`config.mk`:
```
export PLATFORM = sky130hd
export DESIGN_NAME = smb_reg_slave
export DESIGN_NICKNAME = d
export VERILOG_FILES = /design/src/rtl/smb_pkg.sv /design/src/rtl/smb_bus_sync.sv /design/src/rtl/smb_strap_addr.sv /design/src/rtl/smb_reg_slave.sv
export SDC_FILE = /design/constraint.sdc
export NUM_CORES = 1
export LEC_CHECK = 0
export ABC_CLOCK_PERIOD_IN_PS = 1800
export BUFFER_PORTS_ARGS = -buffer_cell sky130_fd_sc_hd__buf_4
export CORE_UTILIZATION = 51
export CTS_CLUSTER_SIZE = 24
export DETAILED_ROUTE_END_ITERATION = 16
export GPL_ROUTABILITY_DRIVEN = 0
export PLACE_DENSITY = 0.75
export SLEW_MARGIN = 25
export SYNTH_ARGS = -nofsm -noshare
export SYNTH_HDL_FRONTEND = slang
export SYNTH_SLANG_ARGS = --single-unit
```
`constraint.sdc`:
```
create_clock -name clk -period 1.8 [get_ports clk]
set_input_delay 0.36 -clock clk [delete_from_list [all_inputs] [get_ports clk]]
set_output_delay 0.36 -clock clk [all_outputs]
set_load 0.02 [all_outputs]
```
`src/rtl/smb_pkg.sv`:
```
package smb_pkg;

    localparam int BYTE_W = 8;

    typedef enum logic [3:0] {
        ST_IDLE,
        ST_ADDR,
        ST_ADDR_ACK,
        ST_CMD,
        ST_CMD_ACK,
        ST_WDATA,
        ST_WDATA_ACK,
        ST_RDATA,
        ST_RDATA_ACK
    } slv_state_e;

    typedef struct packed {
        slv_state_e        st;
        logic [3:0]        cnt;
        logic [BYTE_W-1:0] shift;
        logic              rw;
        logic              mack;
        logic              oe;
        logic              wr;
    } slv_core_t;

endpackage

```
`src/rtl/smb_bus_sync.sv`:
```
module smb_bus_sync #(
    parameter int STAGES = 2
) (
    input  logic clk,
    input  logic rst_n,
    input  logic scl_i,
    input  logic sda_i,
    output logic sda_s,
    output logic scl_rise,
    output logic scl_fall,
    output logic start_det,
    output logic stop_det
);
    // index STAGES holds the previous synchronized sample
    logic [STAGES:0] scl_q, sda_q;
    logic scl_now, scl_prev, sda_now, sda_prev;

    always_ff @(posedge clk or negedge rst_n) begin
        if (!rst_n) begin
            scl_q <= '1;
            sda_q <= '1;
        end else begin
            scl_q <= {scl_q[STAGES-1:0], scl_i};
            sda_q <= {sda_q[STAGES-1:0], sda_i};
        end
    end

    assign scl_now  = scl_q[STAGES-1];
    assign scl_prev = scl_q[STAGES];
    assign sda_now  = sda_q[STAGES-1];
    assign sda_prev = sda_q[STAGES];

    assign sda_s     = sda_now;
    assign scl_rise  = scl_now & ~scl_prev;
    assign scl_fall  = ~scl_now & scl_prev;
    assign start_det = scl_now & scl_prev & sda_prev & ~sda_now;
    assign stop_det  = scl_now & scl_prev & ~sda_prev & sda_now;

endmodule

```
`src/rtl/smb_strap_addr.sv`:
```
module smb_strap_addr #(
    parameter int N_STRAP = 3,
    parameter int AW      = 5
) (
    input  logic [2*N_STRAP-1:0] strap_codes,
    output logic [AW-1:0]        dev_addr
);
    function automatic logic [AW-1:0] to_base3(input logic [2*N_STRAP-1:0] codes);
        int acc;
        int digit;
        acc = 0;
        for (int i = N_STRAP - 1; i >= 0; i--) begin
            digit = (codes[2*i +: 2] == 2'b11) ? 1 : int'(codes[2*i +: 2]);
            acc   = acc * 3 + digit;
        end
        return AW'(acc);
    endfunction

    always_comb dev_addr = to_base3(strap_codes);

endmodule

```
`src/rtl/smb_reg_slave.sv`:
```
module smb_reg_slave #(
    parameter logic [1:0] ADDR_PREFIX = 2'b10,
    parameter int         PTR_W       = 3,
    parameter int         SYNC_STAGES = 2
) (
    input  logic             clk,
    input  logic             rst_n,
    input  logic             scl_i,
    input  logic             sda_i,
    output logic             sda_oe,
    input  logic [1:0]       strap0_i,
    input  logic [1:0]       strap1_i,
    input  logic [1:0]       strap2_i,
    output logic [PTR_W-1:0] reg_addr,
    output logic             reg_wr,
    output logic [7:0]       reg_wdata,
    input  logic [7:0]       reg_rdata
);
    import smb_pkg::*;

    localparam int DEV_AW  = 7 - $bits(ADDR_PREFIX);
    localparam int N_STRAP = 3;

    logic sda_s, scl_rise, scl_fall, start_det, stop_det;
    logic [DEV_AW-1:0] dev_addr;

    slv_core_t        c_d, c_q;
    logic [PTR_W-1:0] ptr_d, ptr_q;

    smb_bus_sync #(.STAGES(SYNC_STAGES)) i_sync (
        .clk       (clk),
        .rst_n     (rst_n),
        .scl_i     (scl_i),
        .sda_i     (sda_i),
        .sda_s     (sda_s),
        .scl_rise  (scl_rise),
        .scl_fall  (scl_fall),
        .start_det (start_det),
        .stop_det  (stop_det)
    );

    smb_strap_addr #(.N_STRAP(N_STRAP), .AW(DEV_AW)) i_strap (
        .strap_codes ({strap2_i, strap1_i, strap0_i}),
        .dev_addr    (dev_addr)
    );

    always_comb begin
        c_d    = c_q;
        c_d.wr = 1'b0;
        ptr_d  = ptr_q;
        if (stop_det) begin
            c_d.st = ST_IDLE;
            c_d.oe = 1'b0;
        end else if (start_det) begin
            c_d.st  = ST_ADDR;
            c_d.cnt = '0;
            c_d.oe  = 1'b0;
        end else begin
            case (c_q.st)
                ST_ADDR, ST_CMD, ST_WDATA: begin
                    if (scl_rise && c_q.cnt != 4'd8) begin
                        c_d.shift = {c_q.shift[BYTE_W-2:0], sda_s};
                        c_d.cnt   = c_q.cnt + 4'd1;
                    end else if (scl_fall && c_q.cnt == 4'd8) begin
                        c_d.cnt = '0;
                        if (c_q.st == ST_ADDR) begin
                            if (c_q.shift[7:1] == {ADDR_PREFIX, dev_addr}) begin
                                c_d.rw = c_q.shift[0];
                                c_d.oe = 1'b1;
                                c_d.st = ST_ADDR_ACK;
                            end else begin
                                c_d.st = ST_IDLE;
                            end
                        end else if (c_q.st == ST_CMD) begin
                            ptr_d  = c_q.shift[PTR_W-1:0];
                            c_d.oe = 1'b1;
                            c_d.st = ST_CMD_ACK;
                        end else begin
                            c_d.wr = 1'b1;
                            c_d.oe = 1'b1;
                            c_d.st = ST_WDATA_ACK;
                        end
                    end
                end
                ST_ADDR_ACK: begin
                    if (scl_fall) begin
                        if (c_q.rw) begin
                            c_d.shift = reg_rdata;
                            c_d.oe    = ~reg_rdata[7];
                            c_d.st    = ST_RDATA;
                        end else begin
                            c_d.oe = 1'b0;
                            c_d.st = ST_CMD;
                        end
                    end
                end
                ST_CMD_ACK: begin
                    if (scl_fall) begin
                        c_d.oe = 1'b0;
                        c_d.st = ST_WDATA;
                    end
                end
                ST_WDATA_ACK: begin
                    if (scl_fall) begin
                        c_d.oe = 1'b0;
                        c_d.st = ST_IDLE;
                    end
                end
                ST_RDATA: begin
                    if (scl_fall) begin
                        if (c_q.cnt == 4'd7) begin
                            c_d.cnt = '0;
                            c_d.oe  = 1'b0;
                            c_d.st  = ST_RDATA_ACK;
                        end else begin
                            c_d.shift = {c_q.shift[BYTE_W-2:0], 1'b0};
                            c_d.oe    = ~c_q.shift[BYTE_W-2];
                            c_d.cnt   = c_q.cnt + 4'd1;
                        end
                    end
                end
                ST_RDATA_ACK: begin
                    if (scl_rise) begin
                        c_d.mack = ~sda_s;
                    end else if (scl_fall) begin
                        if (c_q.mack) begin
                            c_d.shift = reg_rdata;
                            c_d.oe    = ~reg_rdata[7];
                            c_d.st    = ST_RDATA;
                        end else begin
                            c_d.st = ST_IDLE;
                        end
                    end
                end
                default: ;
            endcase
        end
    end

    always_ff @(posedge clk or negedge rst_n) begin
        if (!rst_n) begin
            c_q   <= '{st: ST_IDLE, default: '0};
            ptr_q <= '0;
        end else begin
            c_q   <= c_d;
            ptr_q <= ptr_d;
        end
    end

    assign sda_oe    = c_q.oe;
    assign reg_wr    = c_q.wr;
    assign reg_wdata = c_q.shift;
    assign reg_addr  = ptr_q;

endmodule

```
== Word-level counts from Yosys, hierarchy flattened ==
Index checks and enable logic that the tools add are counted.
Storage, ports and cells
  bits in registers: 29
  output and inout bits: 13
  word-level logic and storage cells: 135
Operators by class
  $add $sub $neg: 3
  $mul: 2
  eq/ne operators: 37
  muxes and demuxes: 51
  bitwise operators: 17
  reduce and logical (&&, ||, !) cells: 15
Operators by type and width (number)
  8-bit 2-to-1 mux: 9
  4-bit 2-to-1 mux: 11
  4-bit by 2-bit != test with 1-bit output, second input constant: 10
  32-bit adder: 1
  32-bit by 3-bit multiplier with 32-bit output, second input constant: 1
  32-bit by 3-bit multiplier with 5-bit output, second input constant: 1
  8-bit case mux with 4 select lines: 1
  4-bit case mux with 6 select lines: 1
  4-bit by 3-bit equality test with 1-bit output, second input constant: 5
  10-bit AND reduction: 2
  1-bit 2-to-1 mux: 17
  16-bit 2-to-1 mux: 1
  2-bit != test, second input constant: 8
  2-bit 2-to-1 mux: 7
  7-bit AND reduction: 2
  11-bit AND reduction: 1
  1-bit NOT: 10
  4-bit by 2-bit equality test with 1-bit output, second input constant: 2
  4-bit equality test, second input constant: 2
  4-bit case mux with 2 select lines: 1
  4-bit AND reduction: 2
  8-bit nonzero test: 1
  1-bit bitwise AND: 7
  7-bit equality test: 1
  17 further kinds: 21

== Depth between registers and ports, before layout ==
  depth in word-level cells: 14
  depth in mapped cells: 15
  mapped depth without buffers: 15

== Cells and area by module ==
A second synthesis with hierarchy kept.
Unflattened totals
  cell total of the unflattened synthesis: 226
  area total of the unflattened synthesis: 2219.6 sq um
By module, submodules not included
  smb_reg_slave: instances 1, cells each 182, area an instance 1740.4 sq um
  smb_strap_addr: instances 1, cells each 34, area an instance 289.0 sq um
  smb_bus_sync: instances 1, cells each 10, area an instance 190.2 sq um

== Least setup slack after synthesis ==
OpenSTA, ideal clock, no wires.
  path type: input -> register
  start point: in strap2_i[1]
  end point: reg c_q[3] in the netlist's numbering
  setup time: 125 ps
  arrival: 3442 ps
  data required time: 1675 ps
  slack: -1767 ps
  cell stages on the path: 14
  path buffers: 0
  cell sequence: or2_2 -> ha_1 -> ha_1 -> inv_1 -> fa_1 -> inv_1 -> ha_1 -> ha_1 -> inv_1 -> fa_1 -> xnor2_1 -> nor3_1 -> nand4_1 -> mux2_2
Between the ends
  word-level cells in the longest chain between the ends: 8
Ends and longest elaborated chain
  from (decl): line smb_reg_slave.sv:13  | input logic [1:0] strap2_i,
  2-bit equality test: line smb_strap_addr.sv:13  | digit = (codes[2*i +: 2] == 2'b11) ? 1 : int'(codes[2*i +: 2]);
  2-bit 2-to-1 mux (*): line smb_strap_addr.sv:13
  32-bit by 3-bit multiplier with 32-bit output (*): line smb_strap_addr.sv:14  | acc = acc * 3 + digit;
  32-bit adder (*): line smb_strap_addr.sv:14
  32-bit by 3-bit multiplier with 5-bit output (*): line smb_strap_addr.sv:14
  5-bit adder (*): line smb_strap_addr.sv:14
  7-bit equality test (*): line smb_reg_slave.sv:67  | if (c_q.shift[7:1] == {ADDR_PREFIX, dev_addr}) begin
  7-bit AND reduction (no source line) (*)
  to (signal assigned): line smb_reg_slave.sv:142  | c_q <= '{st: ST_IDLE, default: '0};
  to (signal assigned): line smb_reg_slave.sv:145  | c_q <= c_d;
  to (decl): line smb_reg_slave.sv:27  | slv_core_t c_d, c_q;
Mark *: on every way between the ends. The rest lies on a longest branch, timed or not.
A chain may end at the register's enable or synchronous reset.

== Worst setup path after layout ==
  start point: in strap2_i[0]
  end point: reg c_q[3] in the netlist's numbering
The elaborated chain is that of the path after synthesis.

==> flow_summary_export.csv <==
group,metric,value,unit
floorplanning,fp.dieH,65.4,um
run_status,outcome,"complete, but fails checks",
logic_synthesis,synth_area,2050,um2
clock_network,cts_tree,"done",
worst_setup_path,path_class,"input port to register",
logic_synthesis,postSynthNetCount,243,
logic_synthesis,ys_ff_latch,29,
placed_design,dpl-instance-area,2650,um2
logic_synthesis,avgSynthCellArea,9.75,um2
clock_network,cts_made_buffers,5,
grt,grt_overflow,0,
placed_design,io_buffers,30,
floorplanning,ios,31,
sta,layout_worst_path_cycle_share,188,%
job,max_cap_violations,0,
clock_network,clockBufferDepth,2,
logic_synthesis,synth_top_area_cell,"dfrtp_1",
worst_setup_path,cp-start-kind,"input port",
placed_design,dp_cells,323,
worst_setup_path,reg2reg_from,"i_sync.scl_q[2]",
sta,timing.setup.tns,-6.13,ns
worst_setup_path,r2r_cells,7,
finish,layout-drive-gt1-share,56.7,%
floorplanning,fp-row-count,22,
sta,hold_viol_final,12,
route,finalWirelength,6.90,mm
grt,antenna_found_initial,0,
sta,final_max_slew_viol_count,0,
clock_network,cts_root_buf,"clkbuf_8",
pwr,totalPowerFinal,4.23,mW
min_path,hold_path.class,"input port to asynchronous set/reset pin",
route,drc,0,
pwr,peakVddDrop,0.993,mV
worst_setup_path,worst_setup_path_end_kind,"register",
clock_network,cts_sinks,29,
sta,worst_hold_slack,-0.0203,ns
route,route.vias.total,2103,
sta,period_needed,3.39,ns
logic_synthesis,ys_seq_area_share,35.8,%
route,first_pass_iters,5,
logic_synthesis,synthTopCellsByArea,"dfrtp_1, mux2_2, ha_1",
floorplanning,chipWidth,65.4,um
grt,grt_pass1_wl,9.87,mm
finish,area_growth,49.5,%
clock_network,cts_htree_levels,2,
grt,grt_pass1_vias,2062,
worst_setup_path,worstReg2RegEnd,"reg_wdata[0]",
pwr,pwr-share-comb,57.7,%
logic_synthesis,synth_ff_type,"dfrtp_1",
floorplanning,initial_core_util,54.7,%
pwr,power_frac_clock,17.1,%
finish,fillCellCount,212,
sta,finalClockSkew,0.00693,ns
logic_synthesis,async_flop_share,100,%
sta,tightest_slew,0.374,ns
route,postRouteAntennaNets,0,
floorplanning,die_area,4270,um2
placed_design,hpwlAfterDp,3.99,mm
logic_synthesis,yosysWarnings,0,
sta,setup_viol,17,
sta,maxSlewHeadroom,75.1,%
pwr,switching_power,1.72,mW
finish,diodes,0,
grt,grt_start_max_net_pins,30,
worst_setup_path,cp.required,1.97,ns
floorplanning,core_area,3740,um2
worst_setup_path,regToRegSetupSlack,-0.14,ns
clock_network,clkSlewWorstSetupHoldPaths,0.07,ns
clock_network,clkLatencyLatePin,0.28,ns
grt,grt_usage,31.4,%
pwr,powerDensity,1380,nW/um2
worst_setup_path,crit_fanout,2,
worst_setup_path,crit_arrival,3.56,ns
pwr,power_frac_seq,25.3,%
finish,fin_area,3060,um2
route,drtIter0Drc,214,
sta,timing.fmax,0.295,GHz
pwr,p_int,2.51,mW
logic_synthesis,yosysUniqueCellTypes,48,
finish,nets,323,
sta,setup_slack,-1.59,ns
logic_synthesis,syn_inst,210,
pwr,p_leak,1.41,nW
run_status,violations,"hold timing, setup timing",
logic_synthesis,synth_edf_count,0,
route,via_per_inst,6.20,
worst_setup_path,crit_path_start,"strap2_i[0]",
logic_synthesis,yosysTopAreaCellShare,28.1,%
route,wire_per_inst,20.3,um
finish,stdcell_count,339,
sta,rsz0062_at_grt,"true",
pwr,swShare,40.6,%
==> metrics by stage <==
stage	worst slack [ns]	util, %
CTS	-1.62	77.9
finish	-1.59	81.8
floorplan	-1.69	-
global placement	-1.84	70.8
detailed placement	-2.01	70.8
global route	-1.69	81.8
==> logic make-up (layout without fill, tap and decap cells) <==
| logic type | Yosys count | in the layout | synth area share (%) |
|---|---|---|---|
| compound gates | 38 | 38 | 12.8 |
| xor+xnor | 11 | 11 | 4.71 |
| fa+ha+maj | 15 | 15 | 9.90 |
| buf+inv | 30 | 111 | 7.46 |
| flops | 29 | 29 | 35.8 |
| mux | 21 | 21 | 11.4 |
| simple gates | 66 | 66 | 17.9 |
==> power by group through the flow <==
stage | combinational (mW) | sequential [mW] | clock [mW]
2_1_floorplan | 1.30 | 0.976 | 0
3_3_place_gp | 1.89 | 1.04 | 0
3_5_place_dp | 1.96 | 1.05 | 0
4_1_cts | 2.14 | 1.05 | 0.720
5_1_grt | 2.55 | 1.09 | 0.750
6_report | 2.44 | 1.07 | 0.722
==> state kept, by name, summed over array words and instances (netlist names) <==
register / flops
i_sync.scl_q: 3
i_sync.sda_q: 3
sda_oe: 1
reg_wr: 1
reg_addr: 3
c_q: 10
reg_wdata: 8
==> cells in the mapped netlist (4+ instances only) <==
library cell  number
ha_1              13
nand3_1            6
dfrtp_1           23
nand2_1            9
dfstp_2            6
nor3_1             6
a21oi_1           11
o21ai_0            4
a31oi_1            4
inv_1             15
xnor2_1            9
buf_4             10
mux2_2            18
nor2b_1            7
nor2_1            16
==> critical path, stage by stage <==
cell and delay [ns]:
buf_6 0.09, or2_4 0.24, ha_4 0.27, ha_4 0.12, inv_2 0.03, fa_1 0.52
inv_2 0.06, ha_4 0.22, ha_4 0.26, inv_2 0.03, fa_1 0.49, xnor2_2 0.17
nor3_2 0.20, nand4_1 0.16, mux2_4 0.33
==> placed cells by master, fill, tap and decap left out, drive strengths merged, types with 3 or more instances in the layout <==
master | netlist | layout
mux2i | 3 | 3
o21ai | 7 | 7
clkbuf | 3 | 6
a21o | 3 | 3
nor2 | 17 | 17
nor2b | 7 | 7
buf | 12 | 88
dfrtp | 23 | 23
inv | 15 | 15
mux2 | 18 | 18
dfstp | 6 | 6
nand3 | 6 | 6
a21oi | 11 | 11
nor3 | 6 | 6
ha | 13 | 13
nand2 | 9 | 9
a31oi | 4 | 4
xnor2 | 9 | 9
==> worst max-delay path by stage <==
stage / to / slack, ns / cells after the start
after floorplan: c_q[3] / -1.69 / 14
after detailed placement: c_q[3] / -2.01 / 15
after CTS: c_q[17] / -1.62 / 16
after global placement: c_q[3] / -1.84 / 15
final: c_q[3] / -1.59 / 15
after global routing: c_q[17] / -1.69 / 16
==> metal layers <==
metal | global-route usage (%) | up-vias | wire length, um
met5 | 0 | - | 0
met4 | 17.1 | 0 | 357
met3 | 6.42 | 53 | 581
met2 | 53.0 | 147 | 3340
met1 | 37.2 | 1007 | 2610
li1 | - | 896 | -
==> area by class of cell <==
| cell class | instances | area (um2) | share of cell area, % |
|---|---|---|---|
| Clock buffer | 6 | 82.6 | 2.70 |
| Timing Repair Buffer | 88 | 709 | 23.2 |
| Multi-Input combinational cell | 151 | 1380 | 45.0 |
| Tap cell | 48 | 60.1 | 1.96 |
| Sequential cell | 29 | 737 | 24.1 |
| Clock inverter | 2 | 37.5 | 1.23 |
| Inverter | 15 | 56.3 | 1.84 |
==> what timing repair did <==
action | 4_1_cts | 5_1_grt
resized for setup | 30 | 27
pin swaps | 19 | 11
endpoints found under the setup margin | 20 | 21
setup buffers | 3 | 5
hold buffers | 0 | 0
Note: power is estimated with default switching activity, not from simulation.
